$ cat src/rtl/pel_pkg.sv
`timescale 1ns/1ps
package pel_pkg;
  typedef enum logic [1:0] {
    TRIG_DIV8 = 2'b00,
    TRIG_RISE = 2'b01,
    TRIG_FALL = 2'b10,
    TRIG_BOTH = 2'b11
  } trig_mode_e;
endpackage

$ cat src/rtl/pel_pin_trig.sv
`timescale 1ns/1ps
module pel_pin_trig #(
  parameter int DIV_N = 8
) (
  input  logic                   clk,
  input  logic                   rst_n,
  input  logic                   pin_now,
  input  logic                   en,
  input  pel_pkg::trig_mode_e    mode,
  output logic                   fire
);
  localparam int CNTW = (DIV_N > 1) ? $clog2(DIV_N) : 1;

  logic            pin_q;
  logic [CNTW-1:0] cnt_q, cnt_d;
  logic            rise, fall;

  assign rise = pin_now & ~pin_q;
  assign fall = ~pin_now & pin_q;

  always_comb begin
    cnt_d = '0;
    fire  = 1'b0;
    if (en) begin
      unique case (mode)
        pel_pkg::TRIG_DIV8: begin
          cnt_d = cnt_q;
          if (rise) begin
            if (cnt_q == CNTW'(DIV_N - 1)) begin
              fire  = 1'b1;
              cnt_d = '0;
            end else begin
              cnt_d = cnt_q + 1'b1;
            end
          end
        end
        pel_pkg::TRIG_RISE: fire = rise;
        pel_pkg::TRIG_FALL: fire = fall;
        pel_pkg::TRIG_BOTH: fire = rise | fall;
        default:            fire = 1'b0;
      endcase
    end
  end

  always_ff @(posedge clk or negedge rst_n) begin
    if (!rst_n) begin
      pin_q <= 1'b0;
      cnt_q <= '0;
    end else begin
      pin_q <= pin_now;
      cnt_q <= cnt_d;
    end
  end
endmodule

$ cat src/rtl/pel_fifo.sv
`timescale 1ns/1ps
module pel_fifo #(
  parameter int W     = 20,
  parameter int DEPTH = 7
) (
  input  logic                         clk,
  input  logic                         rst_n,
  input  logic                         push,
  input  logic [W-1:0]                 push_data,
  input  logic                         pop,
  output logic [W-1:0]                 head,
  output logic [$clog2(DEPTH+1)-1:0]   count,
  output logic                         full,
  output logic                         empty
);
  localparam int AW = (DEPTH > 1) ? $clog2(DEPTH) : 1;
  localparam int CW = $clog2(DEPTH + 1);

  logic [W-1:0]  mem [DEPTH];
  logic [AW-1:0] wr_q, wr_d, rd_q, rd_d;
  logic [CW-1:0] cnt_q, cnt_d;

  function automatic logic [AW-1:0] bump(input logic [AW-1:0] p);
    return (p == AW'(DEPTH - 1)) ? '0 : p + 1'b1;
  endfunction

  always_comb begin
    wr_d  = push ? bump(wr_q) : wr_q;
    rd_d  = pop  ? bump(rd_q) : rd_q;
    cnt_d = cnt_q + CW'(push) - CW'(pop);
  end

  always_ff @(posedge clk or negedge rst_n) begin
    if (!rst_n) begin
      wr_q  <= '0;
      rd_q  <= '0;
      cnt_q <= '0;
    end else begin
      wr_q  <= wr_d;
      rd_q  <= rd_d;
      cnt_q <= cnt_d;
    end
  end

  always_ff @(posedge clk) begin
    if (push) mem[wr_q] <= push_data;
  end

  assign head  = mem[rd_q];
  assign count = cnt_q;
  assign full  = (cnt_q == CW'(DEPTH));
  assign empty = (cnt_q == '0);
endmodule

$ cat src/rtl/pin_event_logger.sv
`timescale 1ns/1ps
module pin_event_logger #(
  parameter int NUM_PINS   = 4,
  parameter int TIME_W     = 16,
  parameter int FIFO_DEPTH = 7,
  parameter int THRESH     = 4,
  parameter int DIV_N      = 8
) (
  input  logic                  clk,
  input  logic                  rst_n,
  input  logic [TIME_W-1:0]     timer_val,
  input  logic [NUM_PINS-1:0]   pins_in,
  input  logic [NUM_PINS-1:0]   pin_en,
  input  logic [2*NUM_PINS-1:0] pin_mode,
  input  logic                  rd_status,
  input  logic                  rd_time,
  output logic [NUM_PINS-1:0]   status_out,
  output logic [TIME_W-1:0]     time_out,
  output logic                  hold_valid,
  output logic                  ovf_flag,
  output logic                  irq_data,
  output logic                  irq_thresh
);
  localparam int EW = NUM_PINS + TIME_W;
  localparam int CW = $clog2(FIFO_DEPTH + 1);

  // reset: asserted asynchronously, released on a clock edge
  logic [1:0] rst_pipe;
  logic       rst_sync_n;
  always_ff @(posedge clk or negedge rst_n) begin
    if (!rst_n) rst_pipe <= '0;
    else        rst_pipe <= {rst_pipe[0], 1'b1};
  end
  assign rst_sync_n = rst_pipe[1];

  // per-pin trigger logic
  logic [NUM_PINS-1:0] fire;
  for (genvar gi = 0; gi < NUM_PINS; gi++) begin : g_pin
    pel_pin_trig #(.DIV_N(DIV_N)) u_trig (
      .clk     (clk),
      .rst_n   (rst_sync_n),
      .pin_now (pins_in[gi]),
      .en      (pin_en[gi]),
      .mode    (pel_pkg::trig_mode_e'(pin_mode[2*gi +: 2])),
      .fire    (fire[gi])
    );
  end

  // queue
  logic          push, pop, take, drop, any_fire;
  logic [EW-1:0] fifo_head;
  logic [CW-1:0] fifo_cnt, cnt_nxt;
  logic          fifo_full, fifo_empty;

  pel_fifo #(.W(EW), .DEPTH(FIFO_DEPTH)) u_fifo (
    .clk       (clk),
    .rst_n     (rst_sync_n),
    .push      (push),
    .push_data ({fire, timer_val}),
    .pop       (pop),
    .head      (fifo_head),
    .count     (fifo_cnt),
    .full      (fifo_full),
    .empty     (fifo_empty)
  );

  // holding register and flags
  logic                hold_v_q, hold_v_d;
  logic [NUM_PINS-1:0] hold_st_q, hold_st_d;
  logic [TIME_W-1:0]   hold_t_q, hold_t_d;
  logic                armed_q, armed_d;
  logic                ovf_q, ovf_d;
  logic                irqd_q, irqd_d;
  logic                irqt_q, irqt_d;

  always_comb begin
    any_fire = |fire;
    take     = rd_time & armed_q & hold_v_q;
    pop      = ~fifo_empty & (~hold_v_q | take);
    push     = any_fire & (~fifo_full | pop);
    drop     = any_fire & fifo_full & ~pop;
    cnt_nxt  = fifo_cnt + CW'(push) - CW'(pop);

    hold_v_d  = hold_v_q;
    hold_st_d = hold_st_q;
    hold_t_d  = hold_t_q;
    if (pop) begin
      hold_v_d  = 1'b1;
      hold_st_d = fifo_head[EW-1:TIME_W];
      hold_t_d  = fifo_head[TIME_W-1:0];
    end else if (take) begin
      hold_v_d  = 1'b0;
    end

    armed_d = armed_q;
    if (pop || take)                armed_d = 1'b0;
    else if (rd_status && hold_v_q) armed_d = 1'b1;

    ovf_d = ovf_q;
    if (drop)           ovf_d = 1'b1;
    else if (rd_status) ovf_d = 1'b0;

    irqd_d = pop & ~hold_v_q;
    irqt_d = (cnt_nxt >= CW'(THRESH)) && (fifo_cnt < CW'(THRESH));
  end

  always_ff @(posedge clk or negedge rst_sync_n) begin
    if (!rst_sync_n) begin
      hold_v_q  <= 1'b0;
      hold_st_q <= '0;
      hold_t_q  <= '0;
      armed_q   <= 1'b0;
      ovf_q     <= 1'b0;
      irqd_q    <= 1'b0;
      irqt_q    <= 1'b0;
    end else begin
      hold_v_q  <= hold_v_d;
      hold_st_q <= hold_st_d;
      hold_t_q  <= hold_t_d;
      armed_q   <= armed_d;
      ovf_q     <= ovf_d;
      irqd_q    <= irqd_d;
      irqt_q    <= irqt_d;
    end
  end

  assign status_out = hold_v_q ? hold_st_q : '0;
  assign time_out   = hold_v_q ? hold_t_q  : '0;
  assign hold_valid = hold_v_q;
  assign ovf_flag   = ovf_q;
  assign irq_data   = irqd_q;
  assign irq_thresh = irqt_q;
endmodule

$ cat config.mk
export PLATFORM = sky130hd
export DESIGN_NAME = pin_event_logger
export DESIGN_NICKNAME = d
export VERILOG_FILES = /design/src/rtl/pel_pkg.sv /design/src/rtl/pel_pin_trig.sv /design/src/rtl/pel_fifo.sv /design/src/rtl/pin_event_logger.sv
export SDC_FILE = /design/constraint.sdc
export NUM_CORES = 1
export LEC_CHECK = 0
export ABC_AREA = 0
export BUFFER_PORTS_ARGS = -buffer_cell sky130_fd_sc_hd__clkbuf_2
export CAP_MARGIN = 20
export CELL_PAD_IN_SITES_DETAIL_PLACEMENT = 1
export CELL_PAD_IN_SITES_GLOBAL_PLACEMENT = 1
export CORE_MARGIN = 10
export CORE_UTILIZATION = 40
export DETAILED_ROUTE_END_ITERATION = 6
export PLACE_DENSITY = 0.67
export SETUP_SLACK_MARGIN = 0.15
export SLEW_MARGIN = 15
export SYNTH_ARGS = -nofsm -noshare
export SYNTH_HDL_FRONTEND = slang
export SYNTH_SLANG_ARGS = --single-unit
$ cat constraint.sdc
create_clock -name clk -period 2.9 [get_ports clk]
set_clock_uncertainty 0.2 [all_clocks]
set_input_delay 0.435 -clock clk [delete_from_list [all_inputs] [get_ports clk]]
set_output_delay 0.435 -clock clk [all_outputs]
set_load 0.005 [all_outputs]
### Yosys cells after proc, flatten, opt, wreduce, memory -nomap -nowiden

Memories as Yosys holds them, arrays and structs flattened. A register that Yosys moved wholly into a read port is not among the register bits.
Cells that the tools add are included.

* bits in registers: 32
* memory bits (writable): 140
* input port bits: 36
* output and inout bits: 24
* logic and storage cells: 141
* memories kept: 1

* add/sub/neg operators: 8
* $lt $le $gt $ge: 2
* equal/unequal tests: 23
* multiplexer cells: 44
* bitwise operators: 33
* reduce and logical (&&, ||, !) cells: 13

Memory list
* u_fifo.mem: depth 7, bits a word 20, rd ports 1, clocked after Yosys merged registers in 1, wr ports 1, line pel_fifo.sv:19 `logic [W-1:0] mem [DEPTH];`

Operator list (number)
* two-way mux 3 bit: 18
* equality test 3 bit, second input constant: 7
* two-way mux 1 bit: 20
* adder 3 x 1 -> 3 bit, second input constant: 6
* equality test 2 bit, second input constant: 8
* two-way mux 16 bit: 1
* one-hot mux 1 bit (4 select lines): 4
* AND 1 bit: 15
* inequality test 3 x 2 -> 1 bit, second input constant: 4
* NOT 1 bit: 12
* equality test 2 x 1 -> 1 bit, second input constant: 4
* logical NOT 2 bit: 4
* OR 1 bit: 6
* nonzero test 2 bit: 3
* two-way mux 4 bit: 1
* OR reduction 4 bit: 1
* adder 3 x 1 -> 3 bit: 1
* greater-or-equal comparator 3 bit, second input constant: 1
* logical NOT 3 bit: 1
* < comparator 3 bit, second input constant: 1
* subtractor 3 x 1 -> 3 bit: 1
* logical AND 1 bit: 2
* logical NOT 1 bit: 1
* logical OR 1 bit: 1

### Logic depth before layout (Yosys ltp)

* depth after elaboration: 11
* gate-level depth with buffers: 11
* depth with buffers taken out: 11

### Cells and area by module

From an unflattened synthesis, not the netlist that was laid out.

* cell total of the unflattened synthesis: 530
* area total of the unflattened synthesis: 8444.3 sq um

By module, submodules not included
* pel_fifo: times used 1, cells each 329, area an instance 6173.4 sq um, seq. area each 4429.2 sq um
* pin_event_logger: times used 1, cells each 101, area an instance 1244.9 sq um, seq. area each 675.6 sq um
* pel_pin_trig: times used 4, cells each 25, area an instance 256.5 sq um, seq. area each 100.1 sq um

### Worst setup path before layout

Ideal clock, no wire load.

* path kind: input to register
* from: in pins_in[1]
* to: mem u_fifo.mem[0][0], enable pin
* library setup time: 0.422 ns
* arrival time: 3.133 ns
* data required time: 2.278 ns
* setup slack: -0.855 ns
* stages on the path: 8
* path through: inv_1 > ha_1 > nor2b_1 > a21oi_1 > o21ai_1 > o41a_4 > or2b_1 > nor3_1

* longest elaborated chain between the ends: 9
* elaborated cells between the ends (all ways): 11
* classes of those cells: mux (5); bitwise (5); reduce/logical (1)

RTL lines
* start: declaration: line pin_event_logger.sv:12 `input logic [NUM_PINS-1:0] pins_in,`
* NOT 1 bit: line pel_pin_trig.sv:19 `assign fall = ~pin_now & pin_q;`
* AND 1 bit: line pel_pin_trig.sv:19
* OR 1 bit: line pel_pin_trig.sv:39 `pel_pkg::TRIG_BOTH: fire = rise | fall;`
* one-hot mux 1 bit (4 select lines) *: line pel_pin_trig.sv:25 `unique case (mode)`
* two-way mux 1 bit *: line pel_pin_trig.sv:24 `if (en) begin`
* named net g_pin[1].u_trig.fire: line pel_pin_trig.sv:10 `output logic fire`
* OR reduction 4 bit *: line pin_event_logger.sv:77 `any_fire = |fire;`
* AND 1 bit *: line pin_event_logger.sv:80 `push = any_fire & (~fifo_full | pop);`
* named net push: line pin_event_logger.sv:50 `logic push, pop, take, drop, any_fire;`
* two-way mux 1 bit *: line pel_fifo.sv:46 `if (push) mem[wr_q] <= push_data;`
* two-way mux 1 bit (not written as such) *: line pel_fifo.sv:46
* end: declaration: line pel_fifo.sv:19

The timed path passes the listed nets; every way through them passes the cells marked *.

### Worst setup path in the final report

* from: reg g_pin[3].u_trig.cnt_q[0]
* to: mem u_fifo.mem[4][9], enable pin

* longest elaborated chain between the ends: 9

RTL lines
* start: declaration: line pel_pin_trig.sv:15 `logic [CNTW-1:0] cnt_q, cnt_d;`
* start signal: assignment: line pel_pin_trig.sv:51 `cnt_q <= cnt_d;`
* equality test 3 bit: line pel_pin_trig.sv:29 `if (cnt_q == CNTW'(DIV_N - 1)) begin`
* two-way mux 1 bit: line pel_pin_trig.sv:29
* two-way mux 1 bit: line pel_pin_trig.sv:28 `if (rise) begin`
* one-hot mux 1 bit (4 select lines): line pel_pin_trig.sv:25
* two-way mux 1 bit: line pel_pin_trig.sv:24
* named net g_pin[3].u_trig.fire: line pel_pin_trig.sv:10
* OR reduction 4 bit: line pin_event_logger.sv:77
* AND 1 bit: line pin_event_logger.sv:80
* named net push: line pin_event_logger.sv:50
* two-way mux 1 bit: line pel_fifo.sv:46
* two-way mux 1 bit (not written as such): line pel_fifo.sv:46

The timed path passes the listed nets, and every way through them passes these cells.

==> metrics.csv <==
metric;value;unit
p_leak;3.60;nW
viasPerCell;5.03;
clkTransAtPathRegs;0.07;ns
hold_class;flop to async pin;
total_power;8.60;mW
dp.cells;836;
drive_gt1_share;28.7;%
drtPass1Iterations;4;
slew_viol_final;0;
avgSynthCellArea;15.5;µm²
synth.yosys.warnings;0;
rsz0062_at_grt;yes;
arrival;2.64;ns
clk_latency;0.43;ns
cp.depth;9;
grt_pass1_wl;27400;µm
clock-root-buffer;clkbuf_16;
fin_crit;2.67;ns
core;19400;µm²
critPathRequiredTime;2.88;ns
hold_viol;0;
cp_slowest_cell;o41a_4;
pin_count;60;
dpl.hpwl;11100;µm
worst_setup_path_end_kind;flop;
cp_top_family;compound AO/OA/AOI/OAI gates;
dieArea;25600;µm²
syn_to_final_growth;20.3;%
ir_worst_vdd;0.454;mV
final_common_cell;edfxtp_1;
htreeDepth;4;
synth-seq-area-share;70.2;%
drcViolationCount;0;
die_h;160;µm
gp_congestion;0.741;
critPathMaxFanout;13;
grt_max_degree;46;
max_slew.worst_pin.slew;0.606;ns
antenna_left;0;
synthCells;507;
synth.largest_area_cell;edfxtp_1;
core.rowCount;51;
wl;17000;µm
cap_violations;0;
cts.sinks;192;
synth_top_area_share;53.6;%
first_global_vias;4993;
diodes;0;
synth_cell_types;39;
netlist_area;7840;µm²
cellPowerDensity;912;nW/µm²
place.port_buffers;59;
timing.final.crit_share;92.0;%
cpPeakStageDelay;0.53;ns
cts_buffers;17;
antenna_found_initial;0;
cts_tree;yes;
ys.flop_type;edfxtp_1;
start_util;40.4;%
start_kind;flop;
setup_viol;0;
overflow;0;
rr_worst_depth;9;
clk_path_buf_depth;2;
fmax;375;MHz
async_flop_share;27.1;%
synth_area_leaders;edfxtp_1, dfrtp_1, mux2i_1;
grt_use_total;13.7;%
routedWlPerCell;19.4;µm
path_class;flop to flop;
tns;0;ns
final_cells;878;
mostFrequentLayoutCells;edfxtp_1, clkbuf_2, mux2i_1;
synth_edf_count;140;
num-nets-final;655;
synth_seq_cells;192;
drt-initial-drc-count;270;
critical_path_buf_inv_count;1;
crit_path_cell_trace;ha_2 -> ha_2 -> nor2_2 -> nor3b_1 -> a32o_2 -> o41a_4 -> or2b_4 -> nor2_2 -> buf_4;
finalHoldWorstSlack;0.0627;ns
status;finished, final reports clean;
slew_headroom;59.6;%
die_x;160;µm
dr_total_vias;4415;
synth_fp_nets;562;
[stage by stage]
step,instance area [µm²],setup WS (ns),util [%]
2_1_floorplan,7880,0.0242,-
3_3_place_gp,8710,0.207,44.9
3_5_place_dp,8710,0.109,44.9
4_1_cts,9390,0.169,48.4
5_1_grt,9430,0.135,48.6
6_report,9430,0.233,48.6
[cells in the mapped netlist (2+ instances only)]
cell type  number
buf_1           3
nand2_1        28
and2_1         20
nor2b_1         3
a31oi_1         2
xnor2_1         2
buf_2           3
edfxtp_1      140
a21oi_1        28
nor2_1         48
buf_4           3
o21ai_0        25
mux4_2         20
a32o_1          2
nor4_1          2
nand2b_1        2
inv_1          17
nor3_1          4
ha_1           18
nor3b_1         3
or3b_2          3
dfrtp_1        52
clkbuf_1       13
mux2i_1        51
[routing by layer]
metal / part of all wire [%] / up-vias / routed length (µm) / track usage, %
li1: - / 2058 / - / -
met4: 1.1 / 0 / 181 / 4.01
met3: 4.0 / 16 / 675 / 3.37
met5: 0 / - / 0 / 0
met2: 51 / 72 / 8600 / 23.5
met1: 44 / 2269 / 7530 / 16.9
[sequential cells by signal, summed over array words and instances, names as in the netlist, 2 cells and up]
| name | count |
|---|---|
| u_fifo.mem | 140 |
| hold_t_q | 16 |
| g_pin.u_trig.cnt_q | 12 |
| g_pin.u_trig.pin_q | 4 |
| hold_st_q | 4 |
| u_fifo.count | 3 |
| u_fifo.rd_q | 3 |
| u_fifo.wr_q | 3 |
| rst_pipe | 2 |
[cell families after synthesis]
| logic type | share of synthesized area (%) |
|---|---|
| muxes | 12.6 |
| adders and majority gates | 3.13 |
| AOI/OAI and AO/OA | 4.69 |
| and+or+nand+nor | 7.01 |
| xor gates and xnor gates | 0.224 |
| other | 0.0478 |
| buffers and inverters | 2.06 |
| DFF | 70.2 |
[worst reg2reg max path: stages (launching register included)]
cell and delay [ns]:
dfrtp_1 0.40, ha_2 0.19, ha_2 0.20, nor2_2 0.08
nor3b_1 0.05, a32o_2 0.23, o41a_4 0.53, or2b_4 0.26
nor2_2 0.05, buf_4 0.21
[area by class of cell]
type | instances | area [µm²]
clock buffers | 19 | 433
inverters | 17 | 63.8
well taps | 265 | 332
repair buffers | 96 | 663
fillers | 1938 | 9970
flip-flops and latches | 192 | 5510
clock inverters | 13 | 156
multi-input cells | 276 | 2270
[power breakdown]
part           internal, mW  switching, mW  total (mW)
Clock                  1.29           1.03        2.32
Combinational          1.19           1.26        2.45
Sequential             3.47          0.358        3.83
[worst paths after layout]
path / start / end / slack (ns)
worst max-delay path: g_pin[3].u_trig.cnt_q[0] / u_fifo.mem[4][9] / 0.23
worst min-delay path: rst_pipe[1] / g_pin[1].u_trig.pin_q / 0.06
worst max register to register: g_pin[3].u_trig.cnt_q[0] / u_fifo.mem[4][9] / 0.23
worst min register to register: rst_pipe[1] / g_pin[1].u_trig.pin_q / 0.06
max in group asynchronous: rst_pipe[1] / irq_thresh / 1.75
min in group clk: timer_val[5] / u_fifo.mem[2][5] / 0.06
[what timing repair did]
| action | 4_1_cts | 5_1_grt |
|---|---|---|
| pin swaps | 5 | 6 |
| hold buffers | 6 | 0 |
| gates resized for setup | 5 | 7 |
| setup buffers | 2 | 2 |
| endpoints found under the hold margin | 7 | 0 |
| setup endpoints to repair | 3 | 130 |
Note: power is estimated with default switching activity, not from simulation.
